[src/rtl/i2c_txn_pkg.sv]
package i2c_txn_pkg;

  typedef enum logic [2:0] {
    OP_START  = 3'd0,
    OP_STOP   = 3'd1,
    OP_WRITE  = 3'd2,
    OP_GETACK = 3'd3,
    OP_READ   = 3'd4,
    OP_ACK    = 3'd5,
    OP_NACK   = 3'd6,
    OP_WAIT   = 3'd7
  } op_e;

  typedef enum logic [1:0] {
    K_REG_WR   = 2'd0,
    K_REG_RD   = 2'd1,
    K_BURST_WR = 2'd2,
    K_BURST_RD = 2'd3
  } kind_e;

  typedef enum logic [4:0] {
    S_IDLE, S_START, S_ADDRW, S_ACK_ADDR, S_REG, S_ACK_REG,
    S_DATA, S_ACK_DATA, S_WAIT_RS, S_RSTART, S_ADDRR, S_ACK_ADDRR,
    S_RDBYTE, S_SENDACK, S_SENDNACK, S_STOP, S_CHECK, S_TAILWAIT, S_FIN
  } step_e;

endpackage

[src/rtl/i2c_txn_retry.sv]
module i2c_txn_retry #(
  parameter int ATTEMPTS = 4
) (
  input  logic clk,
  input  logic rst,
  input  logic restart,
  input  logic bump,
  output logic last
);
  localparam int AW = (ATTEMPTS > 1) ? $clog2(ATTEMPTS) : 1;

  logic [AW-1:0] att_q;

  always_ff @(posedge clk) begin
    if (rst || restart) att_q <= '0;
    else if (bump)      att_q <= att_q + AW'(1);
  end

  assign last = (att_q == AW'(ATTEMPTS - 1));


  bump_guard_chk: assert property (@(posedge clk) disable iff (rst)
    bump |-> !last);
endmodule

[src/rtl/i2c_txn_rdbuf.sv]
module i2c_txn_rdbuf #(
  parameter int MAX_BYTES = 4,
  parameter int IDX_W     = 2
) (
  input  logic                   clk,
  input  logic                   rst,
  input  logic                   clr,
  input  logic                   we,
  input  logic [IDX_W-1:0]       idx,
  input  logic [7:0]             wbyte,
  output logic [MAX_BYTES*8-1:0] rd_flat
);
  for (genvar i = 0; i < MAX_BYTES; i++) begin : g_ent
    logic [7:0] ent_q;
    always_ff @(posedge clk) begin
      if (rst || clr)                 ent_q <= 8'h00;
      else if (we && idx == IDX_W'(i)) ent_q <= wbyte;
    end
    assign rd_flat[i*8 +: 8] = ent_q;
  end


  clr_zero_chk: assert property (@(posedge clk) disable iff (rst)
    (clr && !we) |=> (rd_flat == '0));
endmodule

[src/rtl/i2c_txn_ctrl.sv]
module i2c_txn_ctrl
  import i2c_txn_pkg::*;
#(
  parameter int MAX_BYTES = 4,
  parameter int CNT_W     = 3,
  parameter int IDX_W     = 2
) (
  input  logic                   clk,
  input  logic                   rst,
  input  logic                   req_valid,
  input  logic [1:0]             req_kind,
  input  logic [7:0]             req_dev,
  input  logic [7:0]             req_reg,
  input  logic [CNT_W-1:0]       req_count,
  input  logic [MAX_BYTES*8-1:0] req_wdata,
  output logic                   busy,
  output logic                   done,
  output logic [2:0]             err_mask,
  output logic                   eng_cmd_valid,
  output logic [2:0]             eng_cmd_op,
  output logic [7:0]             eng_cmd_byte,
  input  logic                   eng_rsp_valid,
  input  logic                   eng_rsp_ack,
  input  logic                   att_last,
  output logic                   att_restart,
  output logic                   att_bump,
  output logic                   buf_clr,
  output logic                   buf_we,
  output logic [IDX_W-1:0]       buf_idx
);
  step_e                  st_q, nxt_st;
  kind_e                  kind_q;
  logic [7:0]             dev_q, reg_q;
  logic [MAX_BYTES*8-1:0] wdata_q;
  logic [CNT_W-1:0]       cnt_q, idx_q, cnt_sat;
  logic [2:0]             err_q, err_bit;
  logic                   pend_q, busy_q, done_q;
  logic [2:0]             mask_q;
  logic                   cmd_valid_q;
  op_e                    cmd_op_q, cur_op;
  logic [7:0]             cmd_byte_q, cur_byte;
  logic                   rsp_take, is_ack_st, retry_now, last_byte, idx_inc;

  assign cnt_sat = (req_count > CNT_W'(MAX_BYTES)) ? CNT_W'(MAX_BYTES) : req_count;
  assign rsp_take  = pend_q && eng_rsp_valid;
  assign last_byte = (kind_q == K_REG_WR) || (kind_q == K_REG_RD) ||
                     (idx_q == cnt_q - CNT_W'(1));
  assign retry_now = (st_q == S_CHECK) && (err_q != 3'b000) && !att_last;

  // command for the current step
  always_comb begin
    cur_op   = OP_WAIT;
    cur_byte = 8'h00;
    case (st_q)
      S_START, S_RSTART: cur_op = OP_START;
      S_ADDRW: begin cur_op = OP_WRITE; cur_byte = {dev_q[7:1], 1'b0}; end
      S_ADDRR: begin cur_op = OP_WRITE; cur_byte = {dev_q[7:1], 1'b1}; end
      S_REG:   begin cur_op = OP_WRITE; cur_byte = reg_q; end
      S_DATA:  begin cur_op = OP_WRITE; cur_byte = wdata_q[idx_q*8 +: 8]; end
      S_ACK_ADDR, S_ACK_REG, S_ACK_DATA, S_ACK_ADDRR: cur_op = OP_GETACK;
      S_RDBYTE:   cur_op = OP_READ;
      S_SENDACK:  cur_op = OP_ACK;
      S_SENDNACK: cur_op = OP_NACK;
      S_STOP:     cur_op = OP_STOP;
      default:    cur_op = OP_WAIT;
    endcase
  end

  // step that follows the current one once the engine has answered
  always_comb begin
    nxt_st    = st_q;
    err_bit   = 3'b000;
    is_ack_st = 1'b0;
    idx_inc   = 1'b0;
    case (st_q)
      S_START:    nxt_st = (kind_q == K_BURST_RD) ? S_ADDRR : S_ADDRW;
      S_ADDRW:    nxt_st = S_ACK_ADDR;
      S_ACK_ADDR: begin
        is_ack_st = 1'b1;
        err_bit   = 3'b001;
        if (kind_q == K_BURST_WR) nxt_st = (cnt_q == '0) ? S_STOP : S_DATA;
        else                      nxt_st = S_REG;
      end
      S_REG:      nxt_st = S_ACK_REG;
      S_ACK_REG: begin
        is_ack_st = 1'b1;
        err_bit   = 3'b010;
        nxt_st    = (kind_q == K_REG_RD) ? S_WAIT_RS : S_DATA;
      end
      S_DATA:     nxt_st = S_ACK_DATA;
      S_ACK_DATA: begin
        is_ack_st = 1'b1;
        err_bit   = 3'b100;
        idx_inc   = 1'b1;
        nxt_st    = last_byte ? S_STOP : S_DATA;
      end
      S_WAIT_RS:  nxt_st = S_RSTART;
      S_RSTART:   nxt_st = S_ADDRR;
      S_ADDRR:    nxt_st = S_ACK_ADDRR;
      S_ACK_ADDRR: begin
        is_ack_st = 1'b1;
        err_bit   = (kind_q == K_REG_RD) ? 3'b100 : 3'b001;
        nxt_st    = (kind_q == K_BURST_RD && cnt_q == '0) ? S_STOP : S_RDBYTE;
      end
      S_RDBYTE: begin
        idx_inc = 1'b1;
        nxt_st  = last_byte ? S_SENDNACK : S_SENDACK;
      end
      S_SENDACK:  nxt_st = S_RDBYTE;
      S_SENDNACK: nxt_st = S_STOP;
      S_STOP:     nxt_st = S_CHECK;
      S_TAILWAIT: nxt_st = S_FIN;
      default:    nxt_st = st_q;
    endcase
  end

  assign att_restart = (st_q == S_IDLE) && req_valid;
  assign att_bump    = retry_now;
  assign buf_clr     = ((st_q == S_IDLE) && req_valid && req_kind[0]) ||
                       (retry_now && kind_q[0]);
  assign buf_we      = rsp_take && (st_q == S_RDBYTE);
  assign buf_idx     = idx_q[IDX_W-1:0];

  always_ff @(posedge clk) begin
    if (rst) begin
      st_q        <= S_IDLE;
      kind_q      <= K_REG_WR;
      dev_q       <= 8'h00;
      reg_q       <= 8'h00;
      wdata_q     <= '0;
      cnt_q       <= '0;
      idx_q       <= '0;
      err_q       <= 3'b000;
      mask_q      <= 3'b000;
      pend_q      <= 1'b0;
      busy_q      <= 1'b0;
      done_q      <= 1'b0;
      cmd_valid_q <= 1'b0;
      cmd_op_q    <= OP_START;
      cmd_byte_q  <= 8'h00;
    end else begin
      cmd_valid_q <= 1'b0;
      done_q      <= 1'b0;
      case (st_q)
        S_IDLE: begin
          if (req_valid) begin
            kind_q  <= kind_e'(req_kind);
            dev_q   <= req_dev;
            reg_q   <= req_reg;
            wdata_q <= req_wdata;
            cnt_q   <= cnt_sat;
            idx_q   <= '0;
            err_q   <= 3'b000;
            busy_q  <= 1'b1;
            st_q    <= S_START;
          end
        end
        S_CHECK: begin
          if (retry_now) begin
            err_q <= 3'b000;
            idx_q <= '0;
            st_q  <= S_START;
          end else if (!kind_q[0]) begin
            st_q <= S_TAILWAIT;
          end else begin
            done_q <= 1'b1;
            busy_q <= 1'b0;
            mask_q <= err_q;
            st_q   <= S_IDLE;
          end
        end
        S_FIN: begin
          done_q <= 1'b1;
          busy_q <= 1'b0;
          mask_q <= err_q;
          st_q   <= S_IDLE;
        end
        default: begin
          if (!pend_q) begin
            cmd_valid_q <= 1'b1;
            cmd_op_q    <= cur_op;
            cmd_byte_q  <= cur_byte;
            pend_q      <= 1'b1;
          end else if (eng_rsp_valid) begin
            pend_q <= 1'b0;
            st_q   <= nxt_st;
            if (is_ack_st && !eng_rsp_ack) err_q <= err_q | err_bit;
            if (idx_inc) idx_q <= idx_q + CNT_W'(1);
          end
        end
      endcase
    end
  end

  assign busy          = busy_q;
  assign done          = done_q;
  assign err_mask      = mask_q;
  assign eng_cmd_valid = cmd_valid_q;
  assign eng_cmd_op    = cmd_op_q;
  assign eng_cmd_byte  = cmd_byte_q;


  req_ignored_chk: assert property (@(posedge clk) disable iff (rst)
    (busy_q && req_valid) |=> ($stable(kind_q) && $stable(dev_q) && $stable(cnt_q)));

  done_pulse_chk: assert property (@(posedge clk) disable iff (rst)
    done_q |=> !done_q);

  done_idle_chk: assert property (@(posedge clk) disable iff (rst)
    done_q |-> !busy_q);

  cmd_strobe_chk: assert property (@(posedge clk) disable iff (rst)
    eng_cmd_valid |=> !eng_cmd_valid);

  cnt_cap_chk: assert property (@(posedge clk) disable iff (rst)
    busy_q |-> (cnt_q <= CNT_W'(MAX_BYTES)));
endmodule

[src/rtl/i2c_txn_seq.sv]
module i2c_txn_seq #(
  parameter int MAX_BYTES = 4,
  parameter int ATTEMPTS  = 4
) (
  input  logic                             clk,
  input  logic                             rst,
  input  logic                             req_valid,
  input  logic [1:0]                       req_kind,
  input  logic [7:0]                       req_dev,
  input  logic [7:0]                       req_reg,
  input  logic [$clog2(MAX_BYTES+1)-1:0]   req_count,
  input  logic [MAX_BYTES*8-1:0]           req_wdata,
  output logic                             busy,
  output logic                             done,
  output logic [2:0]                       err_mask,
  output logic [MAX_BYTES*8-1:0]           rd_data,
  output logic                             eng_cmd_valid,
  output logic [2:0]                       eng_cmd_op,
  output logic [7:0]                       eng_cmd_byte,
  input  logic                             eng_rsp_valid,
  input  logic                             eng_rsp_ack,
  input  logic [7:0]                       eng_rsp_byte
);
  localparam int CNT_W = $clog2(MAX_BYTES + 1);
  localparam int IDX_W = (MAX_BYTES > 1) ? $clog2(MAX_BYTES) : 1;

  logic             att_last, att_restart, att_bump;
  logic             buf_clr, buf_we;
  logic [IDX_W-1:0] buf_idx;

  i2c_txn_ctrl #(.MAX_BYTES(MAX_BYTES), .CNT_W(CNT_W), .IDX_W(IDX_W)) u_ctrl (
    .clk(clk), .rst(rst),
    .req_valid(req_valid), .req_kind(req_kind), .req_dev(req_dev),
    .req_reg(req_reg), .req_count(req_count), .req_wdata(req_wdata),
    .busy(busy), .done(done), .err_mask(err_mask),
    .eng_cmd_valid(eng_cmd_valid), .eng_cmd_op(eng_cmd_op), .eng_cmd_byte(eng_cmd_byte),
    .eng_rsp_valid(eng_rsp_valid), .eng_rsp_ack(eng_rsp_ack),
    .att_last(att_last), .att_restart(att_restart), .att_bump(att_bump),
    .buf_clr(buf_clr), .buf_we(buf_we), .buf_idx(buf_idx)
  );

  i2c_txn_retry #(.ATTEMPTS(ATTEMPTS)) u_retry (
    .clk(clk), .rst(rst), .restart(att_restart), .bump(att_bump), .last(att_last)
  );

  i2c_txn_rdbuf #(.MAX_BYTES(MAX_BYTES), .IDX_W(IDX_W)) u_rdbuf (
    .clk(clk), .rst(rst), .clr(buf_clr), .we(buf_we), .idx(buf_idx),
    .wbyte(eng_rsp_byte), .rd_flat(rd_data)
  );
endmodule

[config.mk]
export PLATFORM = sky130hd
export DESIGN_NAME = i2c_txn_seq
export DESIGN_NICKNAME = d
export VERILOG_FILES = /design/src/rtl/i2c_txn_pkg.sv /design/src/rtl/i2c_txn_retry.sv /design/src/rtl/i2c_txn_rdbuf.sv /design/src/rtl/i2c_txn_ctrl.sv /design/src/rtl/i2c_txn_seq.sv
export SDC_FILE = /design/constraint.sdc
export NUM_CORES = 1
export LEC_CHECK = 0
export CAP_MARGIN = 0
export CORE_MARGIN = 2
export CORE_UTILIZATION = 46
export CTS_CLUSTER_DIAMETER = 50
export DETAILED_ROUTE_END_ITERATION = 8
export HOLD_SLACK_MARGIN = 0.05
export PLACE_DENSITY_LB_ADDON = 0.25
export RECOVER_POWER = 50
export SLEW_MARGIN = 20
export SYNTH_ARGS = -nofsm -noshare
export SYNTH_HDL_FRONTEND = slang
export SYNTH_SLANG_ARGS = --single-unit
[constraint.sdc]
create_clock -name clk -period 1.95 [get_ports clk]
set_clock_uncertainty 0.1 [all_clocks]
set_input_delay 0.195 -clock clk [delete_from_list [all_inputs] [get_ports clk]]
set_output_delay 0.195 -clock clk [all_outputs]
set_load 0.03 [all_outputs]
==> out/metrics.yaml <==
cells_and_area:
  drive_above_1_share: 0.1662
  fin_area_um2: 7542
  area_growth_pct: 43.97
  fill_cells: 899
  final_nets: 842
  diodes: 0
yosys:
  postSynthAreaPerCell_um2: 8.342
  ys_types: 60
  synthFlopType: "dfxtp_1"
  synthCells: 628
  syn_nets: 701
  synth-async-reset-ratio: 0
  yosys-top-cells-area: "dfxtp_1, nand2_1, a21oi_1"
  synth_area_leader_cell: "dfxtp_1"
  ys_ff_latch: 115
  synth_edf_count: 0
  syn_area_um2: 5239
  yosys_warnings: 0
  synth_top_area_share: 0.4395
  yosysSeqAreaShare: 0.4395
drt:
  first_pass_iters: 6
  detail_route.vias_per_cell: 5.507
  drc_errors: 0
  vias: 5077
  ant_nets: 0
  routed_wl_um: 15300
  routedWlPerCell_um: 16.60
  drt_iter0_markers: 329
sta:
  hold_violations: 0
  rsz0062_at_grt: "true"
  fin_crit_sh: 0.9689
  fmax_mhz: 529.3
  setup_tns_ns: 0
  tightest_slew_ns: 0.5722
  fin_crit_ns: 1.889
  slew_viol_final: 0
  finalWorstSetupSlack_ns: 0.06056
  relSlewSlack: 0.6156
  setup_viol: 0
placement:
  port_buffers: 113
  gp_congestion: 0.8530
  detailed_place_hpwl_um: 11030
  dp_slack_ns: -0.07428
  place_area_um2: 6847
power_and_ir_drop:
  combPwrFrac: 0.259
  switchingPower_mw: 2.253
  p_per_area_nw_per_um2: 1004
  internal-power_mw: 5.321
  max-vdd-ir-drop_uv: 714.4
  power_frac_seq: 0.358
  pwr-share-clk: 0.383
  p_leak_nw: 2.822
  switching_share: 0.2975
die:
  die_w_um: 110.7
  ios: 115
  start_util: 0.4770
  die_h_um: 110.7
  core_um2: 10980
  dieArea_um2: 12260
  rows: 38
worst_setup_path:
  path_max_fanout: 11
  critPathCaptureType: "register"
  worst_setup_path_start_kind: "register"
  required_ns: 2.21
  crit_type: "register to register"
  crit_path_cell_trace: "buf_4 > or4_4 > nand2_1 > nand3_1 > a211oi_1 > o21a_1"
  crit_slowest_cell: "or4_4"
  critPathMaxStageDelay_ns: 0.48
  cp.arrival_ns: 2.15
cts:
  cts-root-buf: "clkbuf_16"
  cts_buffer_depth: 2
  insertion_delay_ns: 0.42
  htreeDepth: 4
  cts.sinks: 115
  path_clk_slew_ns: 0.05
  cts_tree: "built"
  cts-buffers-inserted: 17
global_routing:
  track_usage: 0.2515
  grt_overflow: 0
  antenna_found_initial: 0
  grt_max_degree: 58
  grt_pass1_vias: 5037
  grt_pass1_wl_um: 24860
min_path:
  hp-class: "primary input to register"
outcome:
  status: "complete, no violations"
job:
  max_cap_violations: 0
cells in the mapped netlist, drive strengths merged (4+ instances only):
library cell,number
nand2,151
dfxtp,115
a21oi,92
nand3,38
nor2,31
buf,27
clkbuf,22
nor3,18
inv,9
nand2b,9
a222oi,8
a2bb2oi,8
mux2i,8
mux4,8
ha,7
a211oi,6
nor4,6
nand3b,5
or3,5
nor2b,4
o21ai,4
xnor2,4
per-layer routing:
metal | GRT usage | vias up | share of wire
li1 | - | 2491 | -
met3 | 0.05796 | 26 | 0.052
met1 | 0.3125 | 2408 | 0.43
met2 | 0.4192 | 152 | 0.49
met5 | 0 | - | 0
met4 | 0.1083 | 0 | 0.019
cell usage in the layout (no fill, tap or decap), drive strengths merged, types with 8 or more instances in the layout:
| master | n |
|---|---|
| a21oi | 92 |
| a222oi | 8 |
| a2bb2oi | 8 |
| buf | 57 |
| clkbuf | 25 |
| clkdlybuf4s50 | 84 |
| dfxtp | 115 |
| dlygate4sd3 | 28 |
| inv | 9 |
| mux2i | 8 |
| mux4 | 8 |
| nand2 | 151 |
| nand2b | 9 |
| nand3 | 38 |
| nor2 | 31 |
| nor3 | 18 |
state kept, by name (all words and copies together) (netlist names):
name and count:
u_ctrl.st_q 5, u_ctrl.cnt_q 3, u_ctrl.eng_cmd_valid 1, u_ctrl.kind_q 2, u_ctrl.eng_cmd_byte 8, u_ctrl.done 1, u_ctrl.dev_q 7, u_ctrl.pend_q 1
u_ctrl.reg_q 8, u_ctrl.wdata_q 32, u_rdbuf.g_ent.ent_q 32, u_retry.att_q 2, u_ctrl.err_mask 3, u_ctrl.idx_q 3, u_ctrl.err_q 3, u_ctrl.eng_cmd_op 3
u_ctrl.busy 1
power by group through the flow:
stage	sequential [mW]	combinational, mW	clock, mW
finish	2.71	1.96	2.90
global route	2.74	2.14	3.05
CTS	2.71	1.94	2.94
detailed placement	2.76	1.93	0
global placement	2.74	1.90	0
floorplan	2.80	1.08	0
layout make-up:
cell class	instances	area (µm²)	area share
Inverter	9	33.78	0.004479
Clock inverter	9	80.08	0.01062
Multi-Input combinational cell	455	2748	0.3643
Tap cell	140	175.2	0.02322
Clock buffer	23	478.0	0.06337
Timing Repair Buffer	171	1715	0.2274
Sequential cell	115	2312	0.3066
kinds of logic (layout without fill, tap and decap cells):
family                   after synthesis  after routing  share of synthesized area
multiplexers                          16             16                    0.04968
flip-flops                           115            115                     0.4395
adder cells (fa/ha/maj)                7              7                    0.01672
buffers and inverters                 58            212                    0.05421
XOR/XNOR                               6              6                    0.01290
AND/OR/NAND/NOR                      276            276                     0.2467
AO/OA/AOI/OAI                        150            150                     0.1803
worst max-delay path: cells and delay by family (launching register included):
kind	cells	cell delay, ns
AND/OR/NAND/NOR	3	0.72
AO/OA/AOI/OAI	2	0.45
flip-flops	1	0.40
buffers and inverters	1	0.17
what timing repair did:
action,CTS,global route
gates cloned,0,1
endpoints found under the setup margin,35,51
pin swaps,0,9
hold buffers,0,0
gates resized for setup,5,23
endpoints found under the hold margin,0,0
setup buffers,0,2
path summary, 6_finish.rpt:
kind	startpoint	to	slack (ns)	cells past startpoint
hold reg to reg	u_ctrl.wdata_q[24]	u_ctrl.wdata_q[24]	0.35	2
hold / removal	rst	u_ctrl.eng_cmd_byte[0]	0.09	2
setup reg to reg	u_ctrl.st_q[2]	u_ctrl.err_q[0]	0.06	6
setup / recovery	u_ctrl.st_q[2]	u_ctrl.err_q[0]	0.06	6
per-stage QoR:
stage                     cells    util  hold slack, ns  power (mW)
after CTS                   919  0.6760         0.07035       7.588
after global placement      887  0.6234          0.3412       4.649
after global routing        922  0.6867          0.1048       7.926
final                       922  0.6867         0.08847       7.574
after floorplan             628       -          0.2310       3.878
after detailed placement    887  0.6234          0.3467       4.689
Power figures use the tool's default switching activity.
